$ cat src/rtl/acc_core_pkg.sv
package acc_core_pkg;

   localparam int OPC_W = 4;

   localparam logic [OPC_W-1:0] OP_NOP   = 4'd0;
   localparam logic [OPC_W-1:0] OP_LOAD  = 4'd1;
   localparam logic [OPC_W-1:0] OP_STORE = 4'd2;
   localparam logic [OPC_W-1:0] OP_ADD   = 4'd3;
   localparam logic [OPC_W-1:0] OP_SUB   = 4'd4;
   localparam logic [OPC_W-1:0] OP_JUMP  = 4'd5;
   localparam logic [OPC_W-1:0] OP_JZERO = 4'd6;
   localparam logic [OPC_W-1:0] OP_HALT  = 4'd7;

   typedef enum logic [3:0] {
      ST_F_ADDR  = 4'd0,
      ST_F_READ  = 4'd1,
      ST_F_LATCH = 4'd2,
      ST_F_IR    = 4'd3,
      ST_DECODE  = 4'd4,
      ST_O_READ  = 4'd5,
      ST_O_LATCH = 4'd6,
      ST_EXEC    = 4'd7,
      ST_HALT    = 4'd8
   } phase_e;

   typedef struct packed {
      logic mar_pc;
      logic mar_opnd;
      logic pc_inc;
      logic pc_jmp;
      logic mdr_ld;
      logic cir_ld;
      logic acc_ld;
      logic mem_we;
   } ctl_t;

   function automatic logic is_arith(input logic [OPC_W-1:0] op);
      return (op == OP_LOAD) || (op == OP_ADD) || (op == OP_SUB);
   endfunction

   function automatic logic wants_mem_operand(input logic [OPC_W-1:0] op, input logic imm);
      return is_arith(op) && !imm;
   endfunction

endpackage

$ cat src/rtl/acc_ctrl.sv
module acc_ctrl
   import acc_core_pkg::*;
(
   input  logic             clk,
   input  logic             rst_n,
   input  logic [OPC_W-1:0] op,
   input  logic             imm,
   input  logic             acc_zero,
   output phase_e           phase,
   output ctl_t             ctl
);

   phase_e phase_nx;

   always_comb begin
      phase_nx = phase;
      unique case (phase)
         ST_F_ADDR:  phase_nx = ST_F_READ;
         ST_F_READ:  phase_nx = ST_F_LATCH;
         ST_F_LATCH: phase_nx = ST_F_IR;
         ST_F_IR:    phase_nx = ST_DECODE;
         ST_DECODE:  phase_nx = wants_mem_operand(op, imm) ? ST_O_READ : ST_EXEC;
         ST_O_READ:  phase_nx = ST_O_LATCH;
         ST_O_LATCH: phase_nx = ST_EXEC;
         ST_EXEC:    phase_nx = (op == OP_HALT) ? ST_HALT : ST_F_ADDR;
         ST_HALT:    phase_nx = ST_HALT;
         default:    phase_nx = ST_F_ADDR;
      endcase
   end

   always_ff @(posedge clk) begin
      if (!rst_n) phase <= ST_F_ADDR;
      else        phase <= phase_nx;
   end

   always_comb begin
      ctl          = '0;
      ctl.mar_pc   = (phase == ST_F_ADDR);
      ctl.pc_inc   = (phase == ST_F_READ);
      ctl.mdr_ld   = (phase == ST_F_LATCH) || (phase == ST_O_LATCH);
      ctl.cir_ld   = (phase == ST_F_IR);
      ctl.mar_opnd = (phase == ST_DECODE) && (wants_mem_operand(op, imm) || (op == OP_STORE));
      ctl.acc_ld   = (phase == ST_EXEC) && is_arith(op);
      ctl.pc_jmp   = (phase == ST_EXEC) && ((op == OP_JUMP) || ((op == OP_JZERO) && acc_zero));
      ctl.mem_we   = (phase == ST_EXEC) && (op == OP_STORE);
   end

   AST_SINGLE_WRITE: assert property (@(posedge clk) disable iff (!rst_n) ctl.mem_we |=> !ctl.mem_we);
   AST_JUMP_ONLY_EXEC: assert property (@(posedge clk) disable iff (!rst_n) ctl.pc_jmp |=> (phase == ST_F_ADDR));

endmodule

$ cat src/rtl/acc_alu.sv
module acc_alu
   import acc_core_pkg::*;
#(
   parameter int DATA_W     = 16,
   parameter int ADDR_W     = 11,
   parameter bit IMM_SIGNED = 1'b0
)(
   input  logic [OPC_W-1:0]  op,
   input  logic              imm,
   input  logic [ADDR_W-1:0] field,
   input  logic [DATA_W-1:0] mdr,
   input  logic [DATA_W-1:0] acc,
   output logic [DATA_W-1:0] result
);

   localparam int EXT_W = DATA_W - ADDR_W;

   logic [DATA_W-1:0] imm_ext;
   logic [DATA_W-1:0] operand;

   generate
      if (IMM_SIGNED) begin : g_sext
         assign imm_ext = {{EXT_W{field[ADDR_W-1]}}, field};
      end else begin : g_zext
         assign imm_ext = {{EXT_W{1'b0}}, field};
      end
   endgenerate

   assign operand = imm ? imm_ext : mdr;

   always_comb begin
      result = acc;
      case (op)
         OP_LOAD: result = operand;
         OP_ADD:  result = acc + operand;
         OP_SUB:  result = acc - operand;
         default: result = acc;
      endcase
   end

endmodule

$ cat src/rtl/acc_datapath.sv
module acc_datapath
   import acc_core_pkg::*;
#(
   parameter int DATA_W     = 16,
   parameter int ADDR_W     = 11,
   parameter bit IMM_SIGNED = 1'b0
)(
   input  logic              clk,
   input  logic              rst_n,
   input  ctl_t              ctl,
   input  phase_e            phase,
   input  logic [DATA_W-1:0] mem_rdata,
   output logic [ADDR_W-1:0] mem_addr,
   output logic [DATA_W-1:0] mem_wdata,
   output logic [OPC_W-1:0]  op,
   output logic              imm,
   output logic              acc_zero
);

   logic [ADDR_W-1:0] pc;
   logic [ADDR_W-1:0] mar;
   logic [DATA_W-1:0] mdr;
   logic [DATA_W-1:0] cir;
   logic [DATA_W-1:0] acc;
   logic [DATA_W-1:0] alu_res;
   logic [ADDR_W-1:0] field;
   logic [ADDR_W-1:0] mar_plus;

   assign op       = cir[DATA_W-1 -: OPC_W];
   assign imm      = cir[ADDR_W];
   assign field    = cir[ADDR_W-1:0];
   assign acc_zero = (acc == '0);
   assign mem_addr = mar;
   assign mem_wdata = acc;
   assign mar_plus = mar + 1'b1;

   acc_alu #(
      .DATA_W     (DATA_W),
      .ADDR_W     (ADDR_W),
      .IMM_SIGNED (IMM_SIGNED)
   ) u_alu (
      .op     (op),
      .imm    (imm),
      .field  (field),
      .mdr    (mdr),
      .acc    (acc),
      .result (alu_res)
   );

   always_ff @(posedge clk) begin
      if (!rst_n) begin
         pc  <= '0;
         mar <= '0;
         mdr <= '0;
         cir <= '0;
         acc <= '0;
      end else begin
         if (ctl.mar_pc)        mar <= pc;
         else if (ctl.mar_opnd) mar <= field;
         if (ctl.pc_jmp)        pc  <= field;
         else if (ctl.pc_inc)   pc  <= pc + 1'b1;
         if (ctl.mdr_ld)        mdr <= mem_rdata;
         if (ctl.cir_ld)        cir <= mdr;
         if (ctl.acc_ld)        acc <= alu_res;
      end
   end

   AST_FETCH_PC_AHEAD: assert property (@(posedge clk) disable iff (!rst_n) (phase == ST_F_IR) |-> (pc == mar_plus));
   AST_STORE_ADDR: assert property (@(posedge clk) disable iff (!rst_n) ctl.mem_we |-> (mar == field));
   AST_ACC_QUIET: assert property (@(posedge clk) disable iff (!rst_n) (phase != ST_EXEC) |=> $stable(acc));
   AST_HALT_FROZEN: assert property (@(posedge clk) disable iff (!rst_n) (phase == ST_HALT) |=> ($stable(pc) && $stable(acc)));

endmodule

$ cat src/rtl/acc_core.sv
module acc_core
   import acc_core_pkg::*;
#(
   parameter int DATA_W     = 16,
   parameter int ADDR_W     = 11,
   parameter bit IMM_SIGNED = 1'b0
)(
   input  logic              clk,
   input  logic              rst_n,
   output logic [ADDR_W-1:0] mem_addr,
   output logic [DATA_W-1:0] mem_wdata,
   output logic              mem_we,
   input  logic [DATA_W-1:0] mem_rdata,
   output logic              halted
);

   generate
      if (DATA_W != OPC_W + 1 + ADDR_W) begin : g_bad_format
         $error("acc_core: DATA_W must equal opcode width + 1 + ADDR_W");
      end
      if (ADDR_W < 2) begin : g_bad_addr
         $error("acc_core: ADDR_W must be at least 2");
      end
   endgenerate

   phase_e           phase;
   ctl_t             ctl;
   logic [OPC_W-1:0] op;
   logic             imm;
   logic             acc_zero;

   acc_ctrl u_ctrl (
      .clk      (clk),
      .rst_n    (rst_n),
      .op       (op),
      .imm      (imm),
      .acc_zero (acc_zero),
      .phase    (phase),
      .ctl      (ctl)
   );

   acc_datapath #(
      .DATA_W     (DATA_W),
      .ADDR_W     (ADDR_W),
      .IMM_SIGNED (IMM_SIGNED)
   ) u_dp (
      .clk       (clk),
      .rst_n     (rst_n),
      .ctl       (ctl),
      .phase     (phase),
      .mem_rdata (mem_rdata),
      .mem_addr  (mem_addr),
      .mem_wdata (mem_wdata),
      .op        (op),
      .imm       (imm),
      .acc_zero  (acc_zero)
   );

   assign mem_we = ctl.mem_we;
   assign halted = (phase == ST_HALT);

   AST_HALT_STICKY: assert property (@(posedge clk) disable iff (!rst_n) halted |=> halted);
   AST_NO_WRITE_HALTED: assert property (@(posedge clk) disable iff (!rst_n) halted |-> !mem_we);

endmodule

$ cat config.mk
export PLATFORM = sky130hd
export DESIGN_NAME = acc_core
export DESIGN_NICKNAME = d
export VERILOG_FILES = /design/src/rtl/acc_core_pkg.sv /design/src/rtl/acc_ctrl.sv /design/src/rtl/acc_alu.sv /design/src/rtl/acc_datapath.sv /design/src/rtl/acc_core.sv
export SDC_FILE = /design/constraint.sdc
export NUM_CORES = 1
export LEC_CHECK = 0
export BUFFER_PORTS_ARGS = -buffer_cell sky130_fd_sc_hd__buf_2
export CAP_MARGIN = 20
export CORE_MARGIN = 4
export CORE_UTILIZATION = 30
export CTS_BUF_LIST = sky130_fd_sc_hd__clkbuf_2
export DETAILED_ROUTE_END_ITERATION = 12
export PLACE_DENSITY = 0.56
export SYNTH_ARGS = -nofsm -noshare
export SYNTH_HDL_FRONTEND = slang
export SYNTH_SLANG_ARGS = --single-unit
$ cat constraint.sdc
create_clock -name clk -period 7 [get_ports clk]
set_input_delay 0.7 -clock clk [delete_from_list [all_inputs] [get_ports clk]]
set_output_delay 0.7 -clock clk [all_outputs]
set_load 0.02 [all_outputs]
==> key figures <==
Timing
  • Fin. max-slew vios: 0
  • Setup TNS: 0 ps
  • Final setup viols: 0
  • WHS: approximately 360 ps
  • Slew HR: 37.2%
  • Highest clock rate: ~260 MHz
  • Crit path time final: about 3800 ps
  • Final worst-path cycle share: between 50% and 60%
  • Final Hold Fails: 0
  • Slew @ Worst Pin: ~940 ps
  • Clk_skew: approximately 23 ps
  • Setup ws final: around 3200 ps
  • RSZ-0062 raised after global routing: no

Placement
  • Final HPWL DP: around 9400 um
  • Placement Setup Slack: around 3300 ps
  • Placed Instances: roughly 790
  • Placed cell area: between 4000 and 5000 um2
  • IO buf count: between 40 and 50
  • GPL Wtd Cong: slightly below 0.9

Drt
  • Routed len/inst: about 16 um
  • Routed vias: 4278
  • Vias/cell: approximately 5.3
  • DRC violations left: 0
  • Starting DRT DRC Count: around 220
  • WL final: between 10000 and 15000 um
  • Antenna viol nets, final: 0
  • DR pass1 iterations: 4

Outcome
  • Outcome: complete, no violations

Yosys
  • EDFF count, synth: 0
  • Async S/R FF share, synth: 0%
  • Yosys top cell by area: dfxtp_1
  • Post-synthesis instance total: around 580
  • Yosys cell types: 58
  • Top cells by count, synth: 117 x nand2_1, 74 x dfxtp_1, 36 x a21boi_0, 32 x nor2_1, 26 x o21ai_0
  • Mapped Area: roughly 4600 um2
  • Yosys warns: 0
  • Yosys reg bits: 74
  • Synth area leaders: dfxtp_1 32%, nand2_1 9.5%, a21boi_0 5.8%
  • Cell with the most instances after synthesis: nand2_1
  • Ys flop type: dfxtp_1
  • Synth top area share: between 30% and 40%
  • Syn Nets: around 600
  • Post-synthesis sequential area ratio: around a third
  • Avg Cell Area, Syn: around 8 um2

CTS
  • Worst-Skew Late Latency: 560 ps
  • CTS Buf Count: 9
  • # Post-CTS Setup Buffers: 0
  • Hold buffer count at CTS: 0
  • CTS resizes: 0
  • Total number of H-tree levels: 3
  • CTS Buffer Depth: 2
  • TritonCTS clock tree: built
  • Clk root buf: clkbuf_2
  • Worst-path clk slew: 230 ps
  • CTS Sinks: 74

Hold path
  • Min-delay worst type: in2reg
  • Hold Crit Endpoint: u_dp.mdr[12]
  • HP Start: mem_rdata[12]
  • Hold Path Cell Cnt: 3

Floorplan
  • Core Region: approximately 15000 um2
  • Die width: between 100 and 150 um
  • Starting Density: a little under a third
  • Row cnt: 45
  • Die area: around 17000 um2
  • Top-Level Pins: 47
  • Die H: 132 um

Setup path
  • Critical path peak fanout: 28
  • CP cell instances: buf_4 > inv_1 > nor3_1 > o21ai_0 > or3b_2 > o41ai_1 > a21o_1 > a21oi_1 > ha_1 > and2_1 > and3_1 > a221oi_1 > xor2_1 > a31oi_1
  • Critical Path Slowest Stage Cell: or3b_2
  • Worst Path Required: 7430 ps
  • Setup slack, reg-to-reg: between 3000 and 4000 ps
  • Critical path class: reg2reg
  • Critical R2R Launch: u_dp.cir[11]
  • Worst setup SP type: flop
  • Crit path largest cell delay: ~500 ps
  • Reg2reg end: u_dp.mem_wdata[14]
  • Critical Path Sink Type: flop
  • R2r worst-path depth: 14
  • WP data arrival: between 4000 and 5000 ps

GRT
  • GRT overflow: 0
  • Initial antenna violation count: 1
  • Pin count of the biggest net entering global routing: 74
  • GRT Util Overall: about 14%
  • Vias in the first global route: around 4k
  • First-pass GRT wire length: roughly 21000 um

Pwr
  • PwrDens: 199 nW/um2
  • Final Power: just over 1 mW
  • Leakage: ~2.2 nW
  • VDD IR-drop max: roughly 73 uV

Flow run
  • MaxCap Viol Count: 0

Final layout
  • Fin area: slightly above 5000 um2
  • Finished Layout Cells: approximately 800
  • Area growth, synth to finish: 11.1%
  • Share of cells above drive strength 1: about 14%
  • Filler cells: roughly 1.6k
  • Post-route core utilization: between 30% and 40%
  • Nets: ~650
report_power, final:
| group | leakage (nW) | total [mW] | switching (mW) | internal, mW |
|---|---|---|---|---|
| Clock | 0.0825 | 0.289 | 0.168 | 0.121 |
| Sequential | 0.600 | 0.457 | 0.0189 | 0.438 |
| Combinational | 1.54 | 0.277 | 0.161 | 0.117 |
critical path, delay by kind of cell, from the launching register on:
kind	cells	cell delay (ps)
flip-flops	1	440
buffers and inverters	2	550
AO/OA/AOI/OAI	6	1120
AND/OR/NAND/NOR	4	1050
XOR/XNOR	1	180
adder cells (fa/ha/maj)	1	340
area by class of cell:
cell class	instances	area, um2	area share, %
inverters	14	52.6	1.02
flip-flops and latches	74	1480	28.8
clock buffers	10	50.0	0.973
well taps	188	235	4.57
diodes	1	2.50	0.0486
multi-input cells	456	2940	57.1
repair buffers	54	294	5.72
clock inverters	6	90.1	1.75
sequential cells by signal (all words and copies together) (netlist names):
name,cells
u_ctrl.phase,4
u_dp.mem_wdata,16
u_dp.cir,16
u_dp.mdr,16
u_dp.pc,11
u_dp.mem_addr,11
per-layer routing:
metal / routed length (um) / share of wire [%] / GRT usage [%]
met1: 6160 / 48 / 19.4
met2: 5850 / 46 / 22.7
met3: 506 / 4.0 / 2.75
met4: 245 / 1.9 / 4.73
met5: 0 / 0 / 0
placed cells by master (no fill, tap or decap), types with 2 or more instances in the layout:
cell,instances
and2_1,2
a21oi_1,23
clkbuf_2,10
xnor2_1,15
o21ai_0,26
ha_1,17
buf_4,7
nor4_1,8
bufinv_16,2
o41ai_1,2
a211oi_1,2
a31oi_1,9
nor4b_1,4
o21bai_1,2
a21boi_0,36
o32ai_1,2
dfxtp_1,74
a21o_1,6
nor2_1,32
o21a_1,7
inv_1,13
mux2i_1,20
nor3_1,15
xor2_1,14
nand3_1,8
and3_1,8
o211a_1,18
o211ai_1,12
nand2_1,117
or3_1,2
o221ai_1,3
nand2b_1,7
o2111ai_1,2
buf_2,46
nor2b_1,9
mux2_2,5
cells by family (layout without fill, tap and decap cells):
| group | Yosys count | after routing | share of synthesized area (%) |
|---|---|---|---|
| simple gates | 221 | 221 | 21.9 |
| fa+ha+maj | 18 | 18 | 5.03 |
| compound gates | 163 | 163 | 25.4 |
| mux | 25 | 25 | 5.54 |
| flops | 74 | 74 | 32.0 |
| other cells | 0 | 1 | 0 |
| buf+inv | 49 | 84 | 4.65 |
| xor+xnor | 29 | 29 | 5.49 |
how the worst max path moves through the flow:
stage          cells after the start    startpoint                 end  slack [ps]
2_1_floorplan                     16  u_dp.cir[11]  u_dp.mem_wdata[14]        3250
3_3_place_gp                      14  u_dp.cir[11]  u_dp.mem_wdata[14]        3390
3_5_place_dp                      14  u_dp.cir[11]  u_dp.mem_wdata[14]        3290
4_1_cts                           14  u_dp.cir[11]  u_dp.mem_wdata[14]        3230
5_1_grt                           14  u_dp.cir[11]  u_dp.mem_wdata[14]        2950
6_report                          14  u_dp.cir[11]  u_dp.mem_wdata[14]        3190
Note: power is estimated with default switching activity, not from simulation.
